--- src/rtl/pp_drain_pkg.sv ---
package pp_drain_pkg;

    // Target of a software register write
    typedef enum logic [1:0] {
        REG_GENERAL = 2'd0,
        REG_ADDR    = 2'd1,
        REG_TEST    = 2'd2,
        REG_SPARE   = 2'd3
    } reg_kind_e;

    // Burst threshold select encodings
    localparam logic [1:0] BSEL_SMALL = 2'b00;
    localparam logic [1:0] BSEL_MID   = 2'b01;

endpackage

--- src/rtl/pp_drain_trigger.sv ---
module pp_drain_trigger
    import pp_drain_pkg::*;
#(
    parameter int LVL_W    = 7,
    parameter int TH_SMALL = 4,
    parameter int TH_MID   = 16,
    parameter int TH_LARGE = 32
) (
    input  logic [LVL_W-1:0] level_i,
    input  logic [1:0]       burst_sel_i,
    input  logic             intr_pend_i,
    input  logic             reg_wr_i,
    input  logic [1:0]       reg_kind_i,
    input  logic             diag_i,
    input  logic             cmd_reset_i,
    input  logic             cmd_inval_i,
    input  logic             addr_reload_i,
    input  logic             err_pend_i,
    output logic             flush_evt_o,
    output logic             discard_evt_o
);

    logic [LVL_W-1:0] thr;
    logic             thr_hit;
    logic             reg_evt;
    logic             reload_evt;
    logic             ctrl_evt;
    reg_kind_e        kind;

    always_comb begin
        case (burst_sel_i)
            BSEL_SMALL: thr = LVL_W'(TH_SMALL);
            BSEL_MID:   thr = LVL_W'(TH_MID);
            default:    thr = LVL_W'(TH_LARGE);
        endcase
    end

    assign kind    = reg_kind_e'(reg_kind_i);
    assign thr_hit = (level_i >= thr);

    // Register writes: test register never, address register not in diag mode
    assign reg_evt    = reg_wr_i && (kind != REG_TEST) && !((kind == REG_ADDR) && diag_i);
    assign reload_evt = addr_reload_i && !diag_i;
    assign ctrl_evt   = cmd_reset_i || cmd_inval_i || reload_evt;

    assign flush_evt_o   = !err_pend_i && (thr_hit || intr_pend_i || reg_evt || ctrl_evt);
    assign discard_evt_o = err_pend_i && ctrl_evt;

endmodule

--- src/rtl/pp_fill_count.sv ---
module pp_fill_count #(
    parameter int DEPTH = 64,
    parameter int LVL_W = 7
) (
    input  logic             clk,
    input  logic             rst_n,
    input  logic             byte_wr_i,
    input  logic             clear_i,
    input  logic             dec_en_i,
    input  logic [LVL_W-1:0] dec_amt_i,
    output logic [LVL_W-1:0] level_o
);

    typedef struct packed {
        logic [LVL_W-1:0] level;
    } fill_st_t;

    fill_st_t st_d, st_q;
    logic             accept;
    logic [LVL_W-1:0] base;

    always_comb begin
        st_d   = st_q;
        accept = byte_wr_i && (st_q.level < LVL_W'(DEPTH));
        if (clear_i) begin
            base = '0;
        end else if (dec_en_i) begin
            base = st_q.level - dec_amt_i;
        end else begin
            base = st_q.level;
        end
        st_d.level = base + LVL_W'(accept);
    end

    always_ff @(posedge clk or negedge rst_n) begin
        if (!rst_n) begin
            st_q <= '0;
        end else begin
            st_q <= st_d;
        end
    end

    assign level_o = st_q.level;

endmodule

--- src/rtl/pp_drain_seq.sv ---
module pp_drain_seq #(
    parameter int LVL_W = 7
) (
    input  logic             clk,
    input  logic             rst_n,
    input  logic             flush_evt_i,
    input  logic             discard_evt_i,
    input  logic             drain_ack_i,
    input  logic [LVL_W-1:0] level_i,
    output logic             drain_req_o,
    output logic [LVL_W-1:0] drain_cnt_o,
    output logic             inval_o,
    output logic             dec_en_o,
    output logic [LVL_W-1:0] dec_amt_o
);

    typedef struct packed {
        logic             req;
        logic [LVL_W-1:0] cnt;
        logic             inval;
    } seq_st_t;

    seq_st_t st_d, st_q;

    always_comb begin
        st_d       = st_q;
        st_d.inval = discard_evt_i;
        if (discard_evt_i) begin
            st_d.req = 1'b0;
        end else if (st_q.req && drain_ack_i) begin
            st_d.req = 1'b0;
        end else if (!st_q.req && flush_evt_i && (level_i != '0)) begin
            st_d.req = 1'b1;
            st_d.cnt = level_i;
        end
    end

    always_ff @(posedge clk or negedge rst_n) begin
        if (!rst_n) begin
            st_q <= '0;
        end else begin
            st_q <= st_d;
        end
    end

    assign drain_req_o = st_q.req;
    assign drain_cnt_o = st_q.cnt;
    assign inval_o     = st_q.inval;
    assign dec_en_o    = st_q.req && drain_ack_i && !discard_evt_i;
    assign dec_amt_o   = st_q.cnt;

endmodule

--- src/rtl/pp_rx_drain_ctrl.sv ---
module pp_rx_drain_ctrl #(
    parameter int DEPTH    = 64,
    parameter int TH_SMALL = 4,
    parameter int TH_MID   = 16,
    parameter int TH_LARGE = 32,
    localparam int LVL_W   = $clog2(DEPTH + 1)
) (
    input  logic             clk,
    input  logic             rst_n,
    input  logic             byte_wr_i,
    input  logic [1:0]       burst_sel_i,
    input  logic             intr_pend_i,
    input  logic             reg_wr_i,
    input  logic [1:0]       reg_kind_i,
    input  logic             diag_i,
    input  logic             cmd_reset_i,
    input  logic             cmd_inval_i,
    input  logic             addr_reload_i,
    input  logic             err_pend_i,
    input  logic             drain_ack_i,
    output logic             drain_req_o,
    output logic [LVL_W-1:0] drain_cnt_o,
    output logic [LVL_W-1:0] level_o,
    output logic             inval_o
);

    logic             flush_evt;
    logic             discard_evt;
    logic             dec_en;
    logic [LVL_W-1:0] dec_amt;
    logic [LVL_W-1:0] level;

    pp_drain_trigger #(
        .LVL_W   (LVL_W),
        .TH_SMALL(TH_SMALL),
        .TH_MID  (TH_MID),
        .TH_LARGE(TH_LARGE)
    ) u_trigger (
        .level_i      (level),
        .burst_sel_i  (burst_sel_i),
        .intr_pend_i  (intr_pend_i),
        .reg_wr_i     (reg_wr_i),
        .reg_kind_i   (reg_kind_i),
        .diag_i       (diag_i),
        .cmd_reset_i  (cmd_reset_i),
        .cmd_inval_i  (cmd_inval_i),
        .addr_reload_i(addr_reload_i),
        .err_pend_i   (err_pend_i),
        .flush_evt_o  (flush_evt),
        .discard_evt_o(discard_evt)
    );

    pp_fill_count #(
        .DEPTH(DEPTH),
        .LVL_W(LVL_W)
    ) u_fill (
        .clk      (clk),
        .rst_n    (rst_n),
        .byte_wr_i(byte_wr_i),
        .clear_i  (discard_evt),
        .dec_en_i (dec_en),
        .dec_amt_i(dec_amt),
        .level_o  (level)
    );

    pp_drain_seq #(
        .LVL_W(LVL_W)
    ) u_seq (
        .clk          (clk),
        .rst_n        (rst_n),
        .flush_evt_i  (flush_evt),
        .discard_evt_i(discard_evt),
        .drain_ack_i  (drain_ack_i),
        .level_i      (level),
        .drain_req_o  (drain_req_o),
        .drain_cnt_o  (drain_cnt_o),
        .inval_o      (inval_o),
        .dec_en_o     (dec_en),
        .dec_amt_o    (dec_amt)
    );

    assign level_o = level;

endmodule

--- config.mk ---
export PLATFORM = sky130hd
export DESIGN_NAME = pp_rx_drain_ctrl
export DESIGN_NICKNAME = d
export VERILOG_FILES = /design/src/rtl/pp_drain_pkg.sv /design/src/rtl/pp_drain_trigger.sv /design/src/rtl/pp_fill_count.sv /design/src/rtl/pp_drain_seq.sv /design/src/rtl/pp_rx_drain_ctrl.sv
export SDC_FILE = /design/constraint.sdc
export NUM_CORES = 1
export LEC_CHECK = 0
export ABC_AREA = 1
export CORE_ASPECT_RATIO = 0.7
export CORE_UTILIZATION = 49
export CTS_CLUSTER_SIZE = 28
export DETAILED_ROUTE_END_ITERATION = 12
export PLACE_DENSITY = 0.79
export SETUP_SLACK_MARGIN = 0.02
export SLEW_MARGIN = 20
export SYNTH_ARGS = -nofsm -noshare
export SYNTH_HDL_FRONTEND = slang
export SYNTH_SLANG_ARGS = --single-unit
--- constraint.sdc ---
create_clock -name clk -period 2.68 [get_ports clk]
set_clock_uncertainty 0.2 [all_clocks]
set_input_delay 0.536 -clock clk [delete_from_list [all_inputs] [get_ports clk]]
set_output_delay 0.536 -clock clk [all_outputs]
set_load 0.03 [all_outputs]
==> results_dict.tcl <==
set metrics [dict create \
    outcome "complete, no violations" \
    drive_gt1_share_pct 12.56 \
    timing.hold.ws_ps 299.5 \
    timing.rr.start "u_fill.level_o[0]" \
    port_buffers 30 \
    first_pass_iters 4 \
    cts_buffers 3 \
    cts_max_level 1 \
    setup_viol 0 \
    final_antenna_net_count 0 \
    cts_tree "built" \
    tightest_slew_ps 736.4 \
    tns_ps 0 \
    regToRegEndpoint "u_fill.level_o[6]" \
    synth_seq_area_share_pct 31.19 \
    gp_congestion 0.8467 \
    insertion_delay_ps 250 \
    antenna_found_initial 0 \
    avgViaCountPerCell 5.341 \
    grtUsageTotal_pct 25.75 \
    drt_first_iter_violations 127 \
    nets 243 \
    grt_max_degree 17 \
    synthSimpleGateAreaFrac_pct 39.38 \
    vias 1330 \
    critPathMaxFanout 4 \
    muxShareOfSynthArea_pct 0 \
    wl_per_cell_um 13.56 \
    drt_wl_total_mm 3.376 \
    syn_avg_cell_area_sq_um 7.253 \
    synth_top_family_by_area "simple AND/OR/NAND/NOR gates" \
    hp-class "flop to flop" \
    die_y_um 44.83 \
    ys_seq_elements 16 \
    netlist_area_sq_um 1284 \
    clockRootBuffer "clkbuf_8" \
    period_minus_slack_ps 2459 \
    worst_r2r_path_depth 9 \
    grt_pass1_vias 1266 \
    area_growth_pct 33.04 \
    synthAdderAreaFrac_pct 12.28 \
    p_per_area_nw_per_um2 1053 \
    arrival_ps 2390 \
    worst_slack_ps 220.9 \
    die_w_um 63.18 \
    placementRows 15 \
    endpoint_kind "flop" \
    die_area_sq_um 2832 \
    slew_violations 0 \
    maxCapViolations 0 \
    place_area_sq_um 1653 \
    synth_xor_area_share_pct 2.047 \
    syn-num-nets 204 \
    grt_pass1_wl_mm 5.513 \
    yosysUniqueCellTypes 27 \
    fmaxAchievable_mhz 406.6 \
    pre_cts_ws_ps -89.50 \
    synth_warnings 0 \
    required_ps 2610 \
    final-hold-violation-count 0 \
    cp-startpoint "diag_i" \
    antenna_cells 0 \
    ir_drop_uv 528.2 \
    ios 31 \
    criticalPathCategory "input port to flop" \
    place_hpwl_mm 2.749 \
    ctsHoldBuffers 0 \
    endpoint "u_fill.level_o[6]" \
    leakagePower_uw 0.0008590 \
    cts_sinks 16 \
    grt_overflow_total 0 \
    cts_buffer_depth 2 \
    relSlewSlack_pct 50.75 \
    rsz0062_at_grt "false" \
    syn-instance-count 177 \
    drcViolationCount 0 \
    min_period_over_period_pct 91.76 \
    initial_core_util_pct 51.82 \
    synth_compound_area_share_pct 6.043 \
    final_area_sq_um 1708 \
    critical_path.startpoint_type "input port" \
    r2r_slack_ps 240 \
    cts.clk_slew.worst_paths_ps 60 \
    core_sq_um 2477 \
]
-- where the power goes --
group	internal (uW)	total [uW]	leakage, uW	switching, uW
logic	456	1150	0.000621	699
clock network	130	210	0.0000288	79.4
registers	321	434	0.000210	113
-- logic make-up (layout without fill, tap and decap cells) --
group           Yosys count  count (layout)
flops                    16              16
compound gates           11              11
xor+xnor                  3               3
fa+ha+maj                12              12
simple gates            106             106
buf+inv                  29              67
-- metal layers --
| metal | share of wire, % | track usage [%] | vias to the layer above | wire length [um] |
|---|---|---|---|---|
| li1 | - | - | 644 | - |
| met1 | 40 | 30.32 | 611 | 1366 |
| met2 | 50 | 47.53 | 67 | 1675 |
| met3 | 8.3 | 6.061 | 8 | 280 |
| met4 | 1.6 | 8.636 | 0 | 54 |
| met5 | 0 | 0 | - | 0 |
-- layout make-up --
cell class              instances  area (sq um)
repair buffers                 35         337.8
well taps                      34         42.54
multi-input cells             132         767.0
inverters                      28         105.1
fillers                       215         769.5
clock buffers                   4         55.05
flip-flops and latches         16         400.4
-- registers in the layout (all words and copies together) (netlist names) --
signal and count:
u_fill.level_o 7, u_seq.inval_o 1, u_seq.drain_req_o 1, u_seq.dec_amt_o 7
-- critical path: stages --
cell             delay, ps
clkdlybuf4s50_1        470
inv_1                   50
nand2_2                 50
nand2_2                 50
nand2_2                 90
nand2_1                 80
o21ai_1                160
ha_1                   220
ha_1                   170
a21boi_2               210
nand3_2                110
o21ai_1                130
nand2_1                 70
-- worst min path at each step --
stage	startpoint	to	slack [ps]	cells past startpoint
2_1_floorplan	rst_n	u_fill.level_o[0]	40	0
4_1_cts	u_seq.dec_amt_o[5]	u_seq.dec_amt_o[5]	300	2
3_5_place_dp	u_seq.dec_amt_o[5]	u_seq.dec_amt_o[5]	290	2
6_report	u_seq.dec_amt_o[5]	u_seq.dec_amt_o[5]	300	2
3_3_place_gp	u_seq.dec_amt_o[5]	u_seq.dec_amt_o[5]	290	2
5_1_grt	u_seq.dec_amt_o[5]	u_seq.dec_amt_o[5]	330	2
-- synthesized netlist by cell type (all sizes together) --
| master | instances | area, sq um |
|---|---|---|
| nand2 | 58 | 235.2 |
| o21bai | 1 | 7.510 |
| o211ai | 1 | 7.510 |
| buf | 1 | 11.26 |
| and2 | 1 | 6.260 |
| a21oi | 4 | 23.77 |
| xnor2 | 3 | 26.28 |
| nand3b | 2 | 15.01 |
| a21boi | 1 | 11.26 |
| nor2 | 13 | 53.80 |
| nor3 | 1 | 10.01 |
| nor4 | 2 | 12.51 |
| fa | 1 | 20.02 |
| ha | 11 | 137.6 |
| nand4 | 2 | 12.51 |
| dfrtp | 16 | 400.4 |
| o21ai | 4 | 27.52 |
| inv | 28 | 105.1 |
| nand3 | 27 | 160.2 |
-- repair_timing --
item | 4_1_cts | 5_1_grt
buffers inserted | 0 | 0
resized for setup | 0 | 1
endpoints found under the hold margin | 0 | 0
endpoints found under the setup margin | 0 | 1
-- through the flow --
step	utilization (%)	instances	total power [uW]
final	68.94	249	1799
after floorplan	-	177	1191
after global routing	68.94	249	1941
after detailed placement	66.72	245	1577
after CTS	68.94	249	1799
after global placement	66.72	245	1535
-- cell usage in the layout, fill, tap and decap left out, types with 2 or more instances in the layout --
master / count
a21oi_1: 3
buf_4: 5
clkbuf_8: 4
clkdlybuf4s50_1: 30
dfrtp_1: 16
ha_1: 11
inv_1: 27
nand2_1: 53
nand2_2: 4
nand3_1: 22
nand3_2: 5
nand3b_1: 2
nand4_1: 2
nor2_1: 11
nor2_2: 2
nor4_1: 2
o21ai_1: 2
o21ai_2: 2
xnor2_1: 3
(Power assumes the default switching activity.)
